File: config.mk
export PLATFORM = sky130hd
export DESIGN_NAME = store_unit_seq
export DESIGN_NICKNAME = d
export VERILOG_FILES = /design/src/rtl/store_seq_pkg.sv /design/src/rtl/store_seq_ctrl.sv /design/src/rtl/store_seq_agen.sv /design/src/rtl/store_seq_hold.sv /design/src/rtl/store_unit_seq.sv
export SDC_FILE = /design/constraint.sdc
export NUM_CORES = 1
export LEC_CHECK = 0
export ABC_AREA = 0
export BUFFER_PORTS_ARGS = -buffer_cell sky130_fd_sc_hd__buf_2
export CAP_MARGIN = 10
export CORE_MARGIN = 5
export CORE_UTILIZATION = 40
export CTS_CLUSTER_DIAMETER = 80
export CTS_CLUSTER_SIZE = 10
export DETAILED_ROUTE_END_ITERATION = 6
export GPL_ROUTABILITY_DRIVEN = 0
export PLACE_DENSITY = 0.66
export SETUP_SLACK_MARGIN = 0.3
export SLEW_MARGIN = 10
export SYNTH_ARGS = -nofsm -noshare
export SYNTH_HDL_FRONTEND = slang
export SYNTH_SLANG_ARGS = --single-unit
File: constraint.sdc
create_clock -name clk -period 6.4 [get_ports clk]
set_input_delay 1.28 -clock clk [delete_from_list [all_inputs] [get_ports clk]]
set_output_delay 1.28 -clock clk [all_outputs]
set_load 0.05 [all_outputs]
File: src/rtl/store_seq_pkg.sv
package store_seq_pkg;

  typedef enum logic [1:0] {
    PH_IDLE      = 2'd0,
    PH_WAIT_RD   = 2'd1,
    PH_WAIT_ADDR = 2'd2,
    PH_WAIT_WR   = 2'd3
  } phase_e;

endpackage

File: src/rtl/store_seq_ctrl.sv
module store_seq_ctrl
  import store_seq_pkg::*;
(
  input  logic   clk,
  input  logic   rst,
  input  logic   issue_i,
  input  logic   go_read_i,
  input  logic   go_addr_i,
  input  logic   go_write_i,
  output phase_e phase_o,
  output logic   take_issue_o,
  output logic   take_read_o,
  output logic   take_addr_o,
  output logic   req_read_o,
  output logic   req_addr_o,
  output logic   req_write_o,
  output logic   busy_o
);

  phase_e phase_q, phase_d;
  logic   take_write;

  // accepted handshakes: a strobe only counts in its own phase
  always_comb begin
    take_issue_o = (phase_q == PH_IDLE)      && issue_i;
    take_read_o  = (phase_q == PH_WAIT_RD)   && go_read_i;
    take_addr_o  = (phase_q == PH_WAIT_ADDR) && go_addr_i;
    take_write   = (phase_q == PH_WAIT_WR)   && go_write_i;
  end

  always_comb begin
    phase_d = phase_q;
    unique case (phase_q)
      PH_IDLE:      if (take_issue_o) phase_d = PH_WAIT_RD;
      PH_WAIT_RD:   if (take_read_o)  phase_d = PH_WAIT_ADDR;
      PH_WAIT_ADDR: if (take_addr_o)  phase_d = PH_WAIT_WR;
      PH_WAIT_WR:   if (take_write)   phase_d = PH_IDLE;
      default:                        phase_d = PH_IDLE;
    endcase
  end

  // requests and busy are their own flops, loaded from the next phase
  always_ff @(posedge clk) begin
    if (rst) begin
      phase_q     <= PH_IDLE;
      req_read_o  <= 1'b0;
      req_addr_o  <= 1'b0;
      req_write_o <= 1'b0;
      busy_o      <= 1'b0;
    end else begin
      phase_q     <= phase_d;
      req_read_o  <= (phase_d == PH_WAIT_RD);
      req_addr_o  <= (phase_d == PH_WAIT_ADDR);
      req_write_o <= (phase_d == PH_WAIT_WR);
      busy_o      <= (phase_d != PH_IDLE);
    end
  end

  assign phase_o = phase_q;

  AST_ONE_REQ: assert property (@(posedge clk) disable iff (rst)
    $onehot0({req_read_o, req_addr_o, req_write_o}));
  AST_BUSY_MATCHES_REQ: assert property (@(posedge clk) disable iff (rst)
    busy_o == (req_read_o || req_addr_o || req_write_o));
  AST_RD_HELD: assert property (@(posedge clk) disable iff (rst)
    req_read_o && !go_read_i |=> req_read_o);
  AST_ADDR_HELD: assert property (@(posedge clk) disable iff (rst)
    req_addr_o && !go_addr_i |=> req_addr_o);
  AST_WR_HELD: assert property (@(posedge clk) disable iff (rst)
    req_write_o && !go_write_i |=> req_write_o);
  AST_ISSUE_START: assert property (@(posedge clk) disable iff (rst)
    !busy_o && issue_i |=> req_read_o && busy_o);
  AST_RD_STEP: assert property (@(posedge clk) disable iff (rst)
    req_read_o && go_read_i |=> req_addr_o && !req_read_o);
  AST_ADDR_STEP: assert property (@(posedge clk) disable iff (rst)
    req_addr_o && go_addr_i |=> req_write_o && !req_addr_o);
  AST_WR_DONE: assert property (@(posedge clk) disable iff (rst)
    req_write_o && go_write_i |=> !busy_o);
  AST_IDLE_STAYS: assert property (@(posedge clk) disable iff (rst)
    !busy_o && !issue_i |=> !busy_o);

endmodule

File: src/rtl/store_seq_agen.sv
module store_seq_agen #(
  parameter int DATA_W = 32,
  parameter int ADDR_W = 32,
  parameter int IMM_W  = 12
) (
  input  logic [DATA_W-1:0] base_i,
  input  logic [IMM_W-1:0]  imm_i,
  output logic [ADDR_W-1:0] addr_o
);

  localparam int EXT_W = ADDR_W - IMM_W;

  logic [ADDR_W-1:0] imm_ext;

  generate
    if (EXT_W > 0) begin : g_sext
      assign imm_ext = {{EXT_W{imm_i[IMM_W-1]}}, imm_i};
    end else begin : g_trunc
      assign imm_ext = imm_i[ADDR_W-1:0];
    end
  endgenerate

  assign addr_o = base_i[ADDR_W-1:0] + imm_ext;

endmodule

File: src/rtl/store_seq_hold.sv
module store_seq_hold #(
  parameter int OPC_W  = 8,
  parameter int DATA_W = 32,
  parameter int ADDR_W = 32,
  parameter int IMM_W  = 12
) (
  input  logic              clk,
  input  logic              rst,
  input  logic              busy_i,
  input  logic              issue_i,
  input  logic              take_issue_i,
  input  logic              take_read_i,
  input  logic              take_addr_i,
  input  logic [OPC_W-1:0]  opc_i,
  input  logic [IMM_W-1:0]  imm_i,
  input  logic [DATA_W-1:0] base_i,
  input  logic [DATA_W-1:0] data_i,
  input  logic [ADDR_W-1:0] ea_i,
  output logic [IMM_W-1:0]  imm_o,
  output logic [DATA_W-1:0] base_o,
  output logic [OPC_W-1:0]  opc_o,
  output logic [ADDR_W-1:0] addr_o,
  output logic [DATA_W-1:0] res_o
);

  logic [DATA_W-1:0] data_q;

  // opcode stage: loaded on issue only
  always_ff @(posedge clk) begin
    if (rst) begin
      opc_o <= '0;
      imm_o <= '0;
    end else if (take_issue_i) begin
      opc_o <= opc_i;
      imm_o <= imm_i;
    end
  end

  // operand stage: loaded on the read grant only
  always_ff @(posedge clk) begin
    if (rst) begin
      base_o <= '0;
      data_q <= '0;
    end else if (take_read_i) begin
      base_o <= base_i;
      data_q <= data_i;
    end
  end

  // address/result stage: loaded on the address grant only
  always_ff @(posedge clk) begin
    if (rst) begin
      addr_o <= '0;
      res_o  <= '0;
    end else if (take_addr_i) begin
      addr_o <= ea_i;
      res_o  <= data_q;
    end
  end

  AST_OPC_FROZEN: assert property (@(posedge clk) disable iff (rst)
    busy_i && issue_i |=> $stable(opc_o));
  AST_ADDR_FROZEN: assert property (@(posedge clk) disable iff (rst)
    !take_addr_i |=> $stable(addr_o) && $stable(res_o));
  AST_OPC_QUIET: assert property (@(posedge clk) disable iff (rst)
    !take_issue_i |=> $stable(opc_o));

endmodule

File: src/rtl/store_unit_seq.sv
module store_unit_seq
  import store_seq_pkg::*;
#(
  parameter int OPC_W  = 8,
  parameter int DATA_W = 32,
  parameter int ADDR_W = 32,
  parameter int IMM_W  = 12
) (
  input  logic              clk,
  input  logic              rst,
  input  logic              issue_i,
  input  logic [OPC_W-1:0]  issue_opc_i,
  input  logic [IMM_W-1:0]  issue_imm_i,
  input  logic              go_read_i,
  input  logic              go_addr_i,
  input  logic              go_write_i,
  input  logic [DATA_W-1:0] rd_base_i,
  input  logic [DATA_W-1:0] rd_data_i,
  output logic              req_read_o,
  output logic              req_addr_o,
  output logic              req_write_o,
  output logic              busy_o,
  output logic [OPC_W-1:0]  opc_o,
  output logic [ADDR_W-1:0] st_addr_o,
  output logic [DATA_W-1:0] st_data_o
);

  phase_e            phase;
  logic              take_issue, take_read, take_addr;
  logic [IMM_W-1:0]  imm_q;
  logic [DATA_W-1:0] base_q;
  logic [ADDR_W-1:0] ea;

  store_seq_ctrl u_ctrl (
    .clk          (clk),
    .rst          (rst),
    .issue_i      (issue_i),
    .go_read_i    (go_read_i),
    .go_addr_i    (go_addr_i),
    .go_write_i   (go_write_i),
    .phase_o      (phase),
    .take_issue_o (take_issue),
    .take_read_o  (take_read),
    .take_addr_o  (take_addr),
    .req_read_o   (req_read_o),
    .req_addr_o   (req_addr_o),
    .req_write_o  (req_write_o),
    .busy_o       (busy_o)
  );

  store_seq_agen #(
    .DATA_W (DATA_W),
    .ADDR_W (ADDR_W),
    .IMM_W  (IMM_W)
  ) u_agen (
    .base_i (base_q),
    .imm_i  (imm_q),
    .addr_o (ea)
  );

  store_seq_hold #(
    .OPC_W  (OPC_W),
    .DATA_W (DATA_W),
    .ADDR_W (ADDR_W),
    .IMM_W  (IMM_W)
  ) u_hold (
    .clk          (clk),
    .rst          (rst),
    .busy_i       (busy_o),
    .issue_i      (issue_i),
    .take_issue_i (take_issue),
    .take_read_i  (take_read),
    .take_addr_i  (take_addr),
    .opc_i        (issue_opc_i),
    .imm_i        (issue_imm_i),
    .base_i       (rd_base_i),
    .data_i       (rd_data_i),
    .ea_i         (ea),
    .imm_o        (imm_q),
    .base_o       (base_q),
    .opc_o        (opc_o),
    .addr_o       (st_addr_o),
    .res_o        (st_data_o)
  );

  AST_PHASE_REQ: assert property (@(posedge clk) disable iff (rst)
    (phase == PH_WAIT_WR) == req_write_o);

endmodule

=== After elaboration in Yosys (flattened, before gate mapping) ===
Cells that the tools add are included.

* Output and inout port bits: 76
* Register bits: 154
* Word-level logic and storage cells: 29

* Reductions and logical operators: 6
* Muxes and demuxes: 5
* Equal/unequal tests: 6
* Add/sub/neg operators: 1

{| class="wikitable"
|+ Operator list
! kind !! number
|-
| adder 32 bit || 1
|-
| equality test 2 bit (second input constant) || 4
|-
| two-way mux 2 bit || 4
|-
| one-hot mux 2 bit (4 select lines) || 1
|-
| equality test 2 x 1 -> 1 bit (second input constant) || 2
|-
| logical AND 1 bit || 4
|-
| zero test 2 bit || 1
|-
| nonzero test 2 bit || 1
|}

=== Depth between registers and ports, before layout ===
* Depth after elaboration: 5
* Gate-level depth with buffers: 9

=== By module ===
From an unflattened synthesis, not the netlist that was laid out.

* Cell total of the unflattened synthesis: 743
* Area total of the unflattened synthesis: 7294.5 µm²

{| class="wikitable"
|+ By module, submodules not included
! module !! area each (µm²) !! instances !! cells each
|-
| store_seq_hold || 5295.1 || 1 || 476
|-
| store_seq_agen || 1744.2 || 1 || 241
|-
| store_seq_ctrl || 255.2 || 1 || 26
|}

=== Worst setup path after synthesis ===
OpenSTA, ideal clock, no wires.

* Kind: flip-flop to flip-flop
* Start: reg u_hold.imm_o[11]
* End: reg u_hold.addr_o[30]
* Setup time: 0.092 ns
* Required time: 6.308 ns
* Setup slack: 3.832 ns
* Data arrival time: 2.476 ns
* Cell stages (with the launch flop): 10
* Path through: dfxtp_1 ha_1 clkbuf_1 a21o_1 a21o_1 a21o_1 a311o_1 nor2_1 a211oi_1 o32ai_1

* Word-level cells in the longest chain between the ends: 1

{| class="wikitable"
|+ RTL lines
! what !! RTL line !! RTL
|-
| start, declared || store_seq_hold.sv:19 || <nowiki>output logic [IMM_W-1:0] imm_o,</nowiki>
|-
| start signal, assigned || store_seq_hold.sv:35 || <nowiki>imm_o <= imm_i;</nowiki>
|-
| adder 32 bit || store_seq_agen.sv:23 || <nowiki>assign addr_o = base_i[ADDR_W-1:0] + imm_ext;</nowiki>
|-
| end signal, assigned || store_seq_hold.sv:56 || <nowiki>addr_o <= ea_i;</nowiki>
|-
| end, declared || store_seq_hold.sv:22 || <nowiki>output logic [ADDR_W-1:0] addr_o,</nowiki>
|}

Every way passes these cells.
A chain may end at the register's enable or synchronous reset.

==> impl_results.md <==
- Die Span X: 142 µm
- Slowest CP cell: buf_4
- Antenna viol nets, final: 0
- Synthesized Nets: about 1k
- Max VDD drop: about 200 µV
- Status: finished clean
- Crit path launch type: primary input
- Post-DP HPWL: ~13 mm
- Worst Path Arrival: between 3000 and 4000 ps
- Largest net degree at the start of global routing: 73
- Hold Path Origin: u_hold.addr_o[17]
- Post-synthesis cell count: around 910
- Avg Cell Area, Syn: 7.69 µm²
- Synth Warn #: 0
- Die area: around 20,000 µm²
- Final Max Tran Viols: 0
- Final hold vios: 0
- Worst path most repeated cell: buf_4
- IO Port Bufs: 165
- Cell Chain, Critical Path: buf_4, buf_4, nor2_1, and2_1, a221o_1
- Reg-to-reg endpoint: u_hold.addr_o[26]
- Worst Path Required: around 6700 ps
- Drt wl/cell: ~15 µm
- Synth cell types: 55
- Root buffer cell: clkbuf_16
- Worst r2r src: u_hold.imm_o[0]
- Top_reg_cell synth: dfxtp_1
- Total global routing overflow: 0
- N_diodes: 0
- CORE AREA: approximately 17,000 µm²
- Fin worst setup slack: 3210 ps
- Cts repair resizes: 0
- Reg2reg setup slack: around 3600 ps
- Share of layout cells above drive strength 1: around a fifth
- Leakage: 3.62 nW
- Max-Cap Viols: 0
- Most common cell after layout, fill and taps aside: nand2_1
- Placed cells: 1,244
- Overall Global Routing Usage: about a fifth
- CTS hold repair buffers: 0
- Crit Path Class: in2reg
- R2r worst-path depth: 9
- Sequential element share of the synthesized area: roughly 44%
- CTS buffer count: 17
- Die span in y: around 140 µm
- Ports: 166
- Slew @ Worst Pin: roughly 940 ps
- Hold WC Path Type: reg2reg
- Antenna violations before repair: 1
- EDFF count, synth: 0
- Crit. End Element: flop
- Postcts setup bufs: 0
- Leading post-synthesis cells by cell area: dfxtp_1 (44%), nand2_1 (16%), a21oi_1 (12%), ha_1 (5.6%), clkbuf_1 (2.7%)
- Power per cell area: around 280 nW/µm²
- Via count: around 6.5k
- Initial core utilization: between 40 and 50%
- Clock sink count: 154
- Worst-Skew Late Latency: between 400 and 500 ps
- Wire length of the first global-routing pass: 30.7 mm
- DR pass1 iterations: 5
- Fmax: 314 MHz
- Synth top area share: ~44%
- Synth Register Bits: 154
- Setup TNS: 0 ps
- Synth Cell Area: around 7000 µm²
- Critical path startpoint: rst
- Max incr delay on CP: between 700 and 800 ps
- Worst-case clock buffer depth: 2
- CP max FO: between 70 and 80
- # DRC: 0
- Layout Area Growth over Synthesis: 23.4%
- Total Power: 2.41 mW
- Crit path time final: roughly 3200 ps
- Post-synth ARST share: 0%
- RSZ-0062 raised after global routing: no
- Dpl ws: about 2800 ps
- CTS tree: done
- Vias in the first global route: between 6k and 7k
- Vias per inst: around 5
- Rel. slew slack: between 30% and 40%
- Clock-pin slew on the worst setup and hold paths: around 60 ps
- Initial DRC count: 349
- Std-Cell Rows: 48
- Leading area contributor after synthesis: dfxtp_1
- CTS H-Tree Depth: 4
- Worst Hold Endpoint: u_hold.addr_o[17]
- Setup violators final: 0
- Most frequent cells in the layout: nand2_1 (290), a21oi_1 (166), buf_2 (164)
- Worst hold margin: 445 ps
- Count of non-filler cells in the finished layout: between 1k and 1.5k
- Final WL: ~19 mm
- Final period utilization: about 50%
- Hold path cells: 2
- Clock Skews: about 15 ps
- Nets: 1,160
-- power by group --
group / leakage, nW / internal, mW / total [mW] / switching (mW)
combinational: 2.05 / 0.0832 / 0.252 / 0.169
sequential: 1.25 / 0.991 / 1.01 / 0.0196
clock: 0.321 / 0.754 / 1.15 / 0.393
total: 3.62 / 1.83 / 2.41 / 0.581
-- worst max-delay path, delay by kind of cell --
family | cells | cell delay (ps)
AND/OR/NAND/NOR | 2 | 610
buffers and inverters | 2 | 1260
AO/OA/AOI/OAI | 1 | 300
-- metal layers --
metal / GRT usage [%] / wire, µm
met1: 24.8 / 8810
met2: 29.9 / 8570
met3: 5.44 / 1230
met4: 6.72 / 359
met5: 0 / 13
-- synth_stat cells (all sizes together) (2+ instances only) --
| cell type | count |
|---|---|
| nand2 | 290 |
| a21oi | 168 |
| dfxtp | 154 |
| clkbuf | 50 |
| nor2 | 33 |
| ha | 31 |
| o21ai | 26 |
| xnor2 | 15 |
| a21o | 14 |
| nand4 | 14 |
| a211oi | 10 |
| inv | 10 |
| buf | 9 |
| nor3 | 8 |
| and3 | 7 |
| nand3 | 7 |
| xor2 | 7 |
| and2 | 4 |
| or3 | 4 |
| a21boi | 3 |
| a31oi | 3 |
| nor2b | 3 |
| o21bai | 3 |
| a221o | 2 |
| a221oi | 2 |
| mux2i | 2 |
| o2111ai | 2 |
| o211ai | 2 |
| o31ai | 2 |
| o32ai | 2 |
| or2 | 2 |
| or4 | 2 |
-- registers in the layout, indices dropped and copies added, names as in the netlist --
signal              cells
u_ctrl.busy_o           1
u_ctrl.phase_o          2
u_ctrl.req_addr_o       1
u_ctrl.req_read_o       1
u_ctrl.req_write_o      1
u_hold.addr_o          32
u_hold.base_o          32
u_hold.data_q          32
u_hold.imm_o           12
u_hold.opc_o            8
u_hold.res_o           32
-- worst max-delay path by stage --
stage / endpoint / cells after the start
after floorplan: u_hold.addr_o[30] / 9
after global placement: u_hold.addr_o[19] / 4
after detailed placement: u_hold.addr_o[19] / 5
after CTS: u_hold.addr_o[19] / 5
after global routing: u_hold.addr_o[19] / 5
final: u_hold.addr_o[19] / 5
-- metrics by stage --
stage	instance area, µm²	util (%)
finish	8600	50.1
global route	8600	50.1
CTS	8600	50.1
detailed placement	7930	46.2
global placement	7930	46.2
floorplan	6970	-
-- layout make-up --
cell class	count	area (µm²)
fillers	1733	8570
well taps	225	282
clock buffers	22	464
clock inverters	10	213
flip-flops and latches	154	3080
multi-input cells	683	3640
inverters	10	37.5
repair buffers	172	881
-- cells by family (layout without fill, tap and decap cells) --
family	after synthesis	in the layout	share of synthesized area (%)
AO/OA/AOI/OAI	247	247	20.5
XOR/XNOR	22	22	2.76
adder cells (fa/ha/maj)	32	32	5.85
buffers and inverters	69	214	3.77
flip-flops	154	154	44.2
multiplexers	3	3	0.610
AND/OR/NAND/NOR	379	379	22.3
(Power assumes the default switching activity.)
